[src/rtl/cfgr_pkg.sv]
// Shared types for the configuration access router.
// Assumes bus and device/function indices are 8 bits each.
package cfgr_pkg;

    localparam int BUS_W   = 8;
    localparam int DEVFN_W = 8;

    typedef enum logic [1:0] {
        PORT_LATCH  = 2'd0,
        PORT_WINDOW = 2'd1,
        PORT_MMIO   = 2'd2,
        PORT_RSVD   = 2'd3
    } port_e;

    typedef enum logic [2:0] {
        TGT_NONE,
        TGT_LATCH,
        TGT_LOCAL,
        TGT_REFUSE,
        TGT_BRIDGE
    } tgt_e;

    // Legal byte counts are 1, 2 and 4.
    function automatic logic size_ok(input logic [2:0] sz);
        return (sz == 3'd1) || (sz == 3'd2) || (sz == 3'd4);
    endfunction

    // Zero-extension mask for a byte count. Illegal counts keep all bits.
    function automatic logic [31:0] size_mask(input logic [2:0] sz);
        case (sz)
            3'd1:    return 32'h0000_00FF;
            3'd2:    return 32'h0000_FFFF;
            default: return 32'hFFFF_FFFF;
        endcase
    endfunction

endpackage

[src/rtl/cfgr_decode.sv]
// Request decoder: resolves a request into target class, bus, devfn and register.
// Assumes the memory window width leaves 8 bus bits, 8 devfn bits and REG_W register bits.
module cfgr_decode
    import cfgr_pkg::*;
#(
    parameter logic [31:0] MMIO_BASE  = 32'hD000_0000,
    parameter int          MMIO_AW    = 28,
    parameter int          LOCAL_SPAN = 256,
    localparam int         REG_W      = MMIO_AW - BUS_W - DEVFN_W
) (
    input  logic [1:0]         port,
    input  logic [31:0]        addr,
    input  logic [2:0]         size,
    input  logic [31:0]        latch_q,
    output tgt_e               tgt,
    output logic [BUS_W-1:0]   bus,
    output logic [DEVFN_W-1:0] devfn,
    output logic [REG_W-1:0]   regno
);

    localparam int DEVFN_MSB = REG_W + DEVFN_W - 1;
    localparam int BUS_MSB   = MMIO_AW - 1;

    logic            resolved;
    logic [REG_W:0]  end_off;

    // Field extraction per entry point.
    always_comb begin
        resolved = 1'b0;
        bus      = '0;
        devfn    = '0;
        regno    = '0;
        case (port_e'(port))
            PORT_WINDOW: begin
                if (latch_q[31] && (latch_q[1:0] == 2'b00)) begin
                    resolved = 1'b1;
                    bus      = latch_q[23:16];
                    devfn    = latch_q[15:8];
                    regno    = REG_W'({latch_q[7:2], addr[1:0]});
                end
            end
            PORT_MMIO: begin
                if (addr[31:MMIO_AW] == MMIO_BASE[31:MMIO_AW]) begin
                    resolved = 1'b1;
                    bus      = addr[BUS_MSB -: BUS_W];
                    devfn    = addr[DEVFN_MSB -: DEVFN_W];
                    regno    = addr[REG_W-1:0];
                end
            end
            default: ;
        endcase
    end

    assign end_off = {1'b0, regno} + (REG_W+1)'(size);

    // Target classification: latch, bridge, local, refused or ignored.
    always_comb begin
        tgt = TGT_NONE;
        if (port_e'(port) == PORT_LATCH) begin
            if (size == 3'd4) tgt = TGT_LATCH;
        end else if (resolved && size_ok(size)) begin
            if (bus != '0)                            tgt = TGT_BRIDGE;
            else if (end_off > (REG_W+1)'(LOCAL_SPAN)) tgt = TGT_REFUSE;
            else                                       tgt = TGT_LOCAL;
        end
    end

endmodule

[src/rtl/cfgr_addr_latch.sv]
// Legacy address latch: a 32-bit register loaded by full-width writes.
// Assumes the caller qualifies the write enable.
module cfgr_addr_latch (
    input  logic        clk,
    input  logic        rst_n,
    input  logic        wr_en,
    input  logic [31:0] wr_data,
    output logic [31:0] q
);

    // Hold or load the latch.
    always_ff @(posedge clk) begin
        if (!rst_n)     q <= '0;
        else if (wr_en) q <= wr_data;
    end

endmodule

[src/rtl/cfgr_respond.sv]
// Read data selection and one-cycle response register.
// Assumes capture is asserted only for accepted reads.
module cfgr_respond
    import cfgr_pkg::*;
(
    input  logic        clk,
    input  logic        rst_n,
    input  logic        capture,
    input  tgt_e        tgt,
    input  logic [2:0]  size,
    input  logic [31:0] latch_q,
    input  logic        loc_present,
    input  logic [31:0] loc_rdata,
    input  logic [31:0] brg_rdata,
    output logic        rsp_valid,
    output logic [31:0] rsp_rdata
);

    logic [31:0] raw;

    // Source selection by target class.
    always_comb begin
        case (tgt)
            TGT_LATCH:  raw = latch_q;
            TGT_LOCAL:  raw = loc_present ? loc_rdata : 32'hFFFF_FFFF;
            TGT_REFUSE: raw = 32'h0000_0000;
            TGT_BRIDGE: raw = brg_rdata;
            default:    raw = 32'hFFFF_FFFF;
        endcase
    end

    // Register the response one cycle after acceptance.
    always_ff @(posedge clk) begin
        if (!rst_n) begin
            rsp_valid <= 1'b0;
            rsp_rdata <= '0;
        end else begin
            rsp_valid <= capture;
            if (capture) rsp_rdata <= raw & size_mask(size);
        end
    end

endmodule

[src/rtl/cfg_access_router.sv]
// Configuration access router top level: accepts one request per cycle when ready,
// routes it to the latch, a local slot or the bridge port, and returns read data one
// cycle later. Assumes responders answer combinationally in the strobe cycle.
module cfg_access_router
    import cfgr_pkg::*;
#(
    parameter logic [31:0] MMIO_BASE  = 32'hD000_0000,
    parameter int          MMIO_AW    = 28,
    parameter int          LOCAL_SPAN = 256,
    localparam int         REG_W      = MMIO_AW - BUS_W - DEVFN_W,
    localparam int         LREG_W     = $clog2(LOCAL_SPAN)
) (
    input  logic                clk,
    input  logic                rst_n,
    input  logic                req_valid,
    output logic                req_ready,
    input  logic                req_write,
    input  logic [1:0]          req_port,
    input  logic [31:0]         req_addr,
    input  logic [2:0]          req_size,
    input  logic [31:0]         req_wdata,
    output logic                rsp_valid,
    output logic [31:0]         rsp_rdata,
    output logic                loc_valid,
    output logic                loc_write,
    output logic [DEVFN_W-1:0]  loc_devfn,
    output logic [LREG_W-1:0]   loc_reg,
    output logic [2:0]          loc_size,
    output logic [31:0]         loc_wdata,
    input  logic                loc_present,
    input  logic [31:0]         loc_rdata,
    output logic                brg_valid,
    output logic                brg_write,
    output logic [BUS_W-1:0]    brg_bus,
    output logic [DEVFN_W-1:0]  brg_devfn,
    output logic [REG_W-1:0]    brg_reg,
    output logic [2:0]          brg_size,
    output logic [31:0]         brg_wdata,
    input  logic [31:0]         brg_rdata
);

    tgt_e               tgt;
    logic [BUS_W-1:0]   bus;
    logic [DEVFN_W-1:0] devfn;
    logic [REG_W-1:0]   regno;
    logic [31:0]        latch_q;
    logic [31:0]        wdata_ext;
    logic               fire;

    // One read in flight: stall while its response is presented.
    assign req_ready = !rsp_valid;
    assign fire      = req_valid && req_ready;
    assign wdata_ext = req_wdata & size_mask(req_size);

    cfgr_decode #(
        .MMIO_BASE  (MMIO_BASE),
        .MMIO_AW    (MMIO_AW),
        .LOCAL_SPAN (LOCAL_SPAN)
    ) decode_i (
        .port    (req_port),
        .addr    (req_addr),
        .size    (req_size),
        .latch_q (latch_q),
        .tgt     (tgt),
        .bus     (bus),
        .devfn   (devfn),
        .regno   (regno)
    );

    cfgr_addr_latch latch_i (
        .clk     (clk),
        .rst_n   (rst_n),
        .wr_en   (fire && req_write && (tgt == TGT_LATCH)),
        .wr_data (req_wdata),
        .q       (latch_q)
    );

    cfgr_respond respond_i (
        .clk         (clk),
        .rst_n       (rst_n),
        .capture     (fire && !req_write),
        .tgt         (tgt),
        .size        (req_size),
        .latch_q     (latch_q),
        .loc_present (loc_present),
        .loc_rdata   (loc_rdata),
        .brg_rdata   (brg_rdata),
        .rsp_valid   (rsp_valid),
        .rsp_rdata   (rsp_rdata)
    );

    // Local slot strobe and fields.
    assign loc_valid = fire && (tgt == TGT_LOCAL);
    assign loc_write = req_write;
    assign loc_devfn = devfn;
    assign loc_reg   = regno[LREG_W-1:0];
    assign loc_size  = req_size;
    assign loc_wdata = wdata_ext;

    // Bridge forwarding strobe and fields.
    assign brg_valid = fire && (tgt == TGT_BRIDGE);
    assign brg_write = req_write;
    assign brg_bus   = bus;
    assign brg_devfn = devfn;
    assign brg_reg   = regno;
    assign brg_size  = req_size;
    assign brg_wdata = wdata_ext;

    // a request never reaches both target ports.
    p_single_target_r7: assert property (@(posedge clk) disable iff (!rst_n)
        $onehot0({loc_valid, brg_valid}));

    // the bridge port only sees nonzero bus numbers.
    p_bridge_bus_r7: assert property (@(posedge clk) disable iff (!rst_n)
        brg_valid |-> (brg_bus != '0));

    // local accesses stay inside the local space.
    p_local_span_r8: assert property (@(posedge clk) disable iff (!rst_n)
        loc_valid |-> (({2'b00, loc_reg} + (LREG_W+2)'(loc_size)) <= (LREG_W+2)'(LOCAL_SPAN)));

    // only legal sizes reach a target port.
    p_legal_size_r10: assert property (@(posedge clk) disable iff (!rst_n)
        (loc_valid || brg_valid) |-> size_ok(req_size));

    // an accepted read is answered in the next cycle.
    p_read_answered_r11: assert property (@(posedge clk) disable iff (!rst_n)
        (req_valid && req_ready && !req_write) |=> rsp_valid);

    // every response comes from an accepted read.
    p_rsp_cause_r11: assert property (@(posedge clk) disable iff (!rst_n)
        rsp_valid |-> $past(req_valid && req_ready && !req_write));

    // no acceptance while a response is presented.
    p_stall_r11: assert property (@(posedge clk) disable iff (!rst_n)
        rsp_valid |-> !req_ready);

endmodule

[config.mk]
export PLATFORM = sky130hd
export DESIGN_NAME = cfg_access_router
export DESIGN_NICKNAME = d
export VERILOG_FILES = /design/src/rtl/cfgr_pkg.sv /design/src/rtl/cfgr_decode.sv /design/src/rtl/cfgr_addr_latch.sv /design/src/rtl/cfgr_respond.sv /design/src/rtl/cfg_access_router.sv
export SDC_FILE = /design/constraint.sdc
export NUM_CORES = 1
export LEC_CHECK = 0
export BUFFER_PORTS_ARGS = -buffer_cell sky130_fd_sc_hd__buf_2
export CAP_MARGIN = 20
export CORE_AREA = 2 2 112 114
export CTS_BUF_LIST = sky130_fd_sc_hd__clkbuf_4
export CTS_CLUSTER_DIAMETER = 120
export DETAILED_ROUTE_END_ITERATION = 8
export DIE_AREA = 0 0 114 116
export PLACE_DENSITY = 0.74
export SLEW_MARGIN = 5
export SYNTH_ARGS = -nofsm -noshare
export SYNTH_HDL_FRONTEND = slang
export SYNTH_SLANG_ARGS = --single-unit
[constraint.sdc]
create_clock -name clk -period 5 [get_ports clk]
set_input_delay 0.75 -clock clk [delete_from_list [all_inputs] [get_ports clk]]
set_output_delay 0.75 -clock clk [all_outputs]
set_load 0.05 [all_outputs]
# Word level (Yosys, flattened, before mapping)
# Index checks and enable logic that the tools add are counted.
[word_totals]
ff_bits = 65
out_inout_bits = 152
input_bits = 138
[classes]
bitwise_logic = 2
eq_ne = 10
reduce_logical = 15
n_lt_le_gt_ge = 1
mux = 22
addsub = 1
[op_table]
columns = ["op", "n"]
rows = [
  ["32-bit one-hot mux with 4 select lines", 1],
  ["32-bit 2-to-1 mux", 3],
  ["32-bit bitwise AND", 2],
  ["32-bit one-hot mux with 2 select lines", 1],
  ["8-bit 2-to-1 mux", 5],
  ["8-bit one-hot mux with 2 select lines", 2],
  ["12-bit one-hot mux with 2 select lines", 1],
  ["12-bit by 3-bit adder with 13-bit output", 1],
  ["13-bit by 9-bit greater-than comparator with 1-bit output, second input constant", 1],
  ["12-bit 2-to-1 mux", 1],
  ["3-bit by 2-bit == test with 1-bit output, second input constant", 3],
  ["3-bit 2-to-1 mux", 3],
  ["1-bit logical AND", 8],
  ["8-bit nonzero test", 1],
  ["3-bit by 1-bit == test with 1-bit output, second input constant", 2],
  ["3-bit == test, second input constant", 2],
  ["4-bit == test, second input constant", 1],
  ["2-bit logical NOT", 2],
  ["1-bit 2-to-1 mux", 4],
  ["2-bit by 1-bit == test with 1-bit output, second input constant", 1],
  ["2-bit == test, second input constant", 1],
  ["1-bit logical NOT", 2],
  ["1-bit logical OR", 2],
  ["1-bit one-hot mux with 2 select lines", 1],
]

# Depth between registers and ports, before layout
[logic_depth]
depth_word = 13
ltp_mapped = 16
depth_no_buf = 14

# By module
# From an unflattened synthesis, not the netlist that was laid out.
[hier_totals]
cells_unflattened = 535
hier_area_um2 = 4594.4
[by_module_without_submodules]
columns = ["module", "n_inst", "cells_per_inst", "area_per_inst_um2"]
rows = [
  ["cfgr_respond", 1, 230, 1895.6],
  ["cfgr_addr_latch", 1, 103, 1243.7],
  ["cfg_access_router", 1, 100, 739.5],
  ["cfgr_decode", 1, 102, 715.7],
]

# Worst setup path before layout
# No wires, ideal clock.
[synth_path]
kind = "in2out"
start = "input port req_port[0]"
end = "output port loc_valid"
arrival_time_ns = 5.952
slack_ns = -1.702
t_required_ns = 4.250
cell_stages = 12
path_cell_list = "inv_1 > ha_1 > and4bb_4 > nand2_1 > a21boi_0 > ha_1 > fa_1 > or3_1 > nor4b_2 > a31oi_1 > o21ai_2 > nor4b_1"
[synth_via]
elab_chain_cells = 10
word_cells_on_any_way = 16
[synth_lines]
columns = ["element", "line", "rtl"]
rows = [
  ["start, declared", "cfg_access_router.sv:18", "input logic [1:0] req_port,"],
  ["2-bit == test / 2-bit by 1-bit == test with 1-bit output (equally long branches)", "cfgr_decode.sv:33", "case (port_e'(port))"],
  ["12-bit one-hot mux with 2 select lines (*)", "cfgr_decode.sv:33", ""],
  ["via brg_reg[0]", "cfg_access_router.sv:36", "output logic [REG_W-1:0] brg_reg,"],
  ["12-bit by 3-bit adder with 13-bit output (*)", "cfgr_decode.sv:54", "assign end_off = {1'b0, regno} + (REG_W+1)'(size);"],
  ["13-bit by 9-bit greater-than comparator with 1-bit output (*)", "cfgr_decode.sv:63", "else if (end_off > (REG_W+1)'(LOCAL_SPAN)) tgt = TGT_REFUSE;"],
  ["1-bit 2-to-1 mux (*)", "cfgr_decode.sv:63", ""],
  ["3-bit 2-to-1 mux (*)", "cfgr_decode.sv:62", "if (bus != '0) tgt = TGT_BRIDGE;"],
  ["3-bit 2-to-1 mux (*)", "cfgr_decode.sv:61", "end else if (resolved && size_ok(size)) begin"],
  ["3-bit 2-to-1 mux (*)", "cfgr_decode.sv:59", "if (port_e'(port) == PORT_LATCH) begin"],
  ["3-bit by 2-bit == test with 1-bit output (*)", "cfg_access_router.sv:93", "assign loc_valid = fire && (tgt == TGT_LOCAL);"],
  ["1-bit logical AND (*)", "cfg_access_router.sv:93", ""],
  ["end, declared", "cfg_access_router.sv:24", "output logic loc_valid,"],
]
# Mark *: on every way through the listed nets, which the timed path passes. The rest lies on a longest branch.

# Worst setup path after layout
[layout_path]
start = "input port req_port[0]"
end = "output port loc_valid"
[layout_via]
elab_chain_cells = 10
word_cells_on_any_way = 16
[layout_lines]
columns = ["element", "line"]
rows = [
  ["2-bit == test / 2-bit by 1-bit == test with 1-bit output (equally long branches)", "cfgr_decode.sv:33"],
  ["12-bit one-hot mux with 2 select lines", "cfgr_decode.sv:33"],
  ["12-bit by 3-bit adder with 13-bit output", "cfgr_decode.sv:54"],
  ["13-bit by 9-bit greater-than comparator with 1-bit output", "cfgr_decode.sv:63"],
  ["1-bit 2-to-1 mux", "cfgr_decode.sv:63"],
  ["3-bit 2-to-1 mux", "cfgr_decode.sv:62"],
  ["3-bit 2-to-1 mux", "cfgr_decode.sv:61"],
  ["3-bit 2-to-1 mux (*)", "cfgr_decode.sv:59"],
  ["3-bit by 2-bit == test with 1-bit output (*)", "cfg_access_router.sv:93"],
  ["1-bit logical AND (*)", "cfg_access_router.sv:93"],
]
# Mark *: on every way between the ends. The rest lies on a longest branch, timed or not.

==> results.ini <==
[drt]
viasPerCell = 5.41
drt-total-wl_mm = 18.1
drtPass1Iterations = 5
vias = 5412
wire_per_inst_um = 18.1
postRouteAntennaNets = 0
drc_errors = 0
drtIter0Drc = 454

[run_status]
status = complete, no violations

[finish]
seq_area_um2 = 1300
multi_input_area_um2 = 2650
drive_gt1_frac = 0.415
fillCellCount = 1223
layout_commonest_cell = buf_2
final_cell_mix = buf_2 (289), a21oi_1 (78), nand2_1 (75)
nets = 993
area_growth_syn_to_layout_pct = 25.8

[synth]
synthArstFlopShare = 0
avgSynthCellArea_um2 = 7.31
synth-seq-area-share = 0.277
synth_edf_count = 0
syn_nets = 788
syn-cell-area_um2 = 4700
synth_flop_cell = dfxtp_1
yosys_warnings = 0
syn_inst = 643
ys_types = 58
ys_seq_elements = 65

[global_route]
antenna_found_initial = 1
grt_pass1_wl_mm = 27.0
grt_pass1_vias = 4999
globalRoute.totalOverflow = 0
grt_max_degree = 35
track_usage = 0.265

[power]
powerDensity_nw_per_um2 = 230
p_leak_nw = 2.98
peakVddDrop_uv = 129

[worst_setup_path]
critPathMaxStageDelay_ns = 0.42
r2r.worst_path.cells = 12
r2r_start = latch_i.q[1]
rrSetupSlack_ns = 1.37
path_cells = buf_2 -> inv_1 -> ha_1 -> and4_2 -> nand2_1 -> a21boi_2 -> ha_1 -> fa_1 -> or3_1 -> nor4b_2 -> a31oi_1 -> o21ai_2 -> nor4b_4 -> buf_2
critPathBufInv = 3
worst_r2r_endpoint = respond_i.rsp_rdata[1]
start_kind = input pin
slowest_stage = fa_1
path_max_fanout = 12
endpoint_kind = output pin
path_class = input pin to output pin
cp.arrival_ns = 3.99
critPathRequiredTime_ns = 4.25
critPathTopFamily = simple AND/OR/NAND/NOR gates

[clocking]
cts-resized-gates = 0
cts_hold_buffers = 0
path_clk_slew_ns = 0.11
clock_latency_ns = 0.43
cts_tree = done
ctsHtreeMaxLevel = 3
cts.path.max_buffers = 2
clockRootBuffer = clkbuf_4
post_cts_buffers = 0
clock-sinks = 65
cts_made_buffers = 9

[die]
dieArea_um2 = 13200
die_h_um = 116
start_util = 0.395
die_w_um = 114
row_count = 40
placeableCoreArea_um2 = 11900
ios = 290

[min_path]
hold_start = latch_i.q[24]
hold_class = register to register
min_to = latch_i.q[24]
min_path_cells = 2

[timing]
finClkSkew_ns = 0.0148
final.setup.tns_ns = 0
grt_setup_unrepaired = false
max_freq_mhz = 211
finalSetupViolations = 0
finalHoldViolations = 0
slew_viol_final = 0
maxSlewHeadroom = 0.542
worst_pin_slew_ns = 0.686
finalWorstPathRequiredPeriod_ns = 4.74
post-route-period-util = 0.948
hold_ws_ns = 0.474

[place]
port_buffers = 289
dp_hpwl_mm = 14.0
place.gp.congestion = 0.925

[flow_run]
max-cap-violations = 0

-- power breakdown --
part / leakage (nW) / internal (mW) / switching (mW) / total, mW
clock network: 0.0676 / 0.147 / 0.209 / 0.356
registers: 0.530 / 0.537 / 0.0105 / 0.548
logic: 2.38 / 0.124 / 0.332 / 0.456
total: 2.98 / 0.808 / 0.551 / 1.36
-- cells in the mapped netlist (2+ instances only) --
| library cell | n | share of area |
|---|---|---|
| nor3_1 | 9 | 0.0096 |
| o21ai_0 | 28 | 0.030 |
| and3_1 | 8 | 0.011 |
| o221ai_1 | 2 | 0.0037 |
| a22o_1 | 18 | 0.034 |
| nor2b_1 | 29 | 0.039 |
| a31oi_1 | 2 | 0.0027 |
| nand4b_1 | 2 | 0.0037 |
| buf_1 | 2 | 0.0016 |
| xnor2_1 | 3 | 0.0056 |
| nand3b_1 | 9 | 0.014 |
| nand4_1 | 2 | 0.0027 |
| ha_1 | 6 | 0.016 |
| nor2_1 | 69 | 0.055 |
| dfxtp_1 | 65 | 0.28 |
| a221oi_1 | 8 | 0.015 |
| nor4_1 | 4 | 0.0053 |
| a31o_2 | 16 | 0.030 |
| clkbuf_1 | 37 | 0.030 |
| buf_4 | 67 | 0.11 |
| a21oi_1 | 78 | 0.083 |
| and2_1 | 4 | 0.0053 |
| o32ai_1 | 2 | 0.0037 |
| inv_1 | 24 | 0.019 |
| a21o_1 | 3 | 0.0048 |
| o32ai_2 | 6 | 0.021 |
| nand3_1 | 8 | 0.0085 |
| o211ai_1 | 9 | 0.014 |
| a21boi_0 | 19 | 0.030 |
| nand2_1 | 75 | 0.060 |
| buf_6 | 2 | 0.0048 |
-- per-stage QoR --
step           total power, mW  area (µm²)  setup slack (ns)  utilization  instances
3_3_place_gp              1.01        5770             0.320        0.485        983
4_1_cts                   1.37        5900             0.204        0.495        998
6_report                  1.36        5920             0.262        0.497       1001
3_5_place_dp              1.01        5770             0.208        0.485        983
2_1_floorplan            0.900        4720            0.0724            -        643
5_1_grt                   1.42        5910            0.0923        0.496        999
-- cells by family after synthesis --
family          synth area share
fa+ha+maj                 0.0202
compound gates             0.285
buf+inv                    0.164
simple gates               0.242
xor+xnor                 0.00745
flops                      0.277
mux                      0.00452
-- final cells by class --
type | count | share of cell area
repair buffers | 303 | 0.262
flip-flops and latches | 65 | 0.220
clock inverters | 6 | 0.0102
clock buffers | 9 | 0.0114
well taps | 147 | 0.0311
inverters | 25 | 0.0159
multi-input cells | 444 | 0.448
diodes | 2 | 0.000846
-- how the worst max path moves through the flow --
stage / start / end / slack, ns / cells past startpoint
2_1_floorplan: req_port[0] / loc_valid / 0.07 / 13
3_3_place_gp: req_port[0] / loc_valid / 0.32 / 14
3_5_place_dp: req_port[0] / loc_valid / 0.21 / 14
4_1_cts: req_port[0] / loc_valid / 0.20 / 14
5_1_grt: req_port[0] / loc_valid / 0.09 / 14
6_report: req_port[0] / loc_valid / 0.26 / 14
-- state kept, by name, summed over array words and instances (netlist names) --
name / flops
respond_i.rsp_valid: 1
latch_i.q: 32
respond_i.rsp_rdata: 32
-- tightest hold or removal path, cell delays in order, from the launching register on --
cell	delay, ns
dfxtp_1	0.32
nand2_1	0.05
a21boi_0	0.06
-- per-layer routing --
| layer | up-vias | GRT usage | part of all wire |
|---|---|---|---|
| li1 | 2581 | - | - |
| met1 | 2532 | 0.336 | 0.42 |
| met2 | 279 | 0.460 | 0.49 |
| met3 | 20 | 0.0528 | 0.076 |
| met4 | 0 | 0.0732 | 0.015 |
| met5 | - | 0 | 0 |
(Power assumes the default switching activity.)
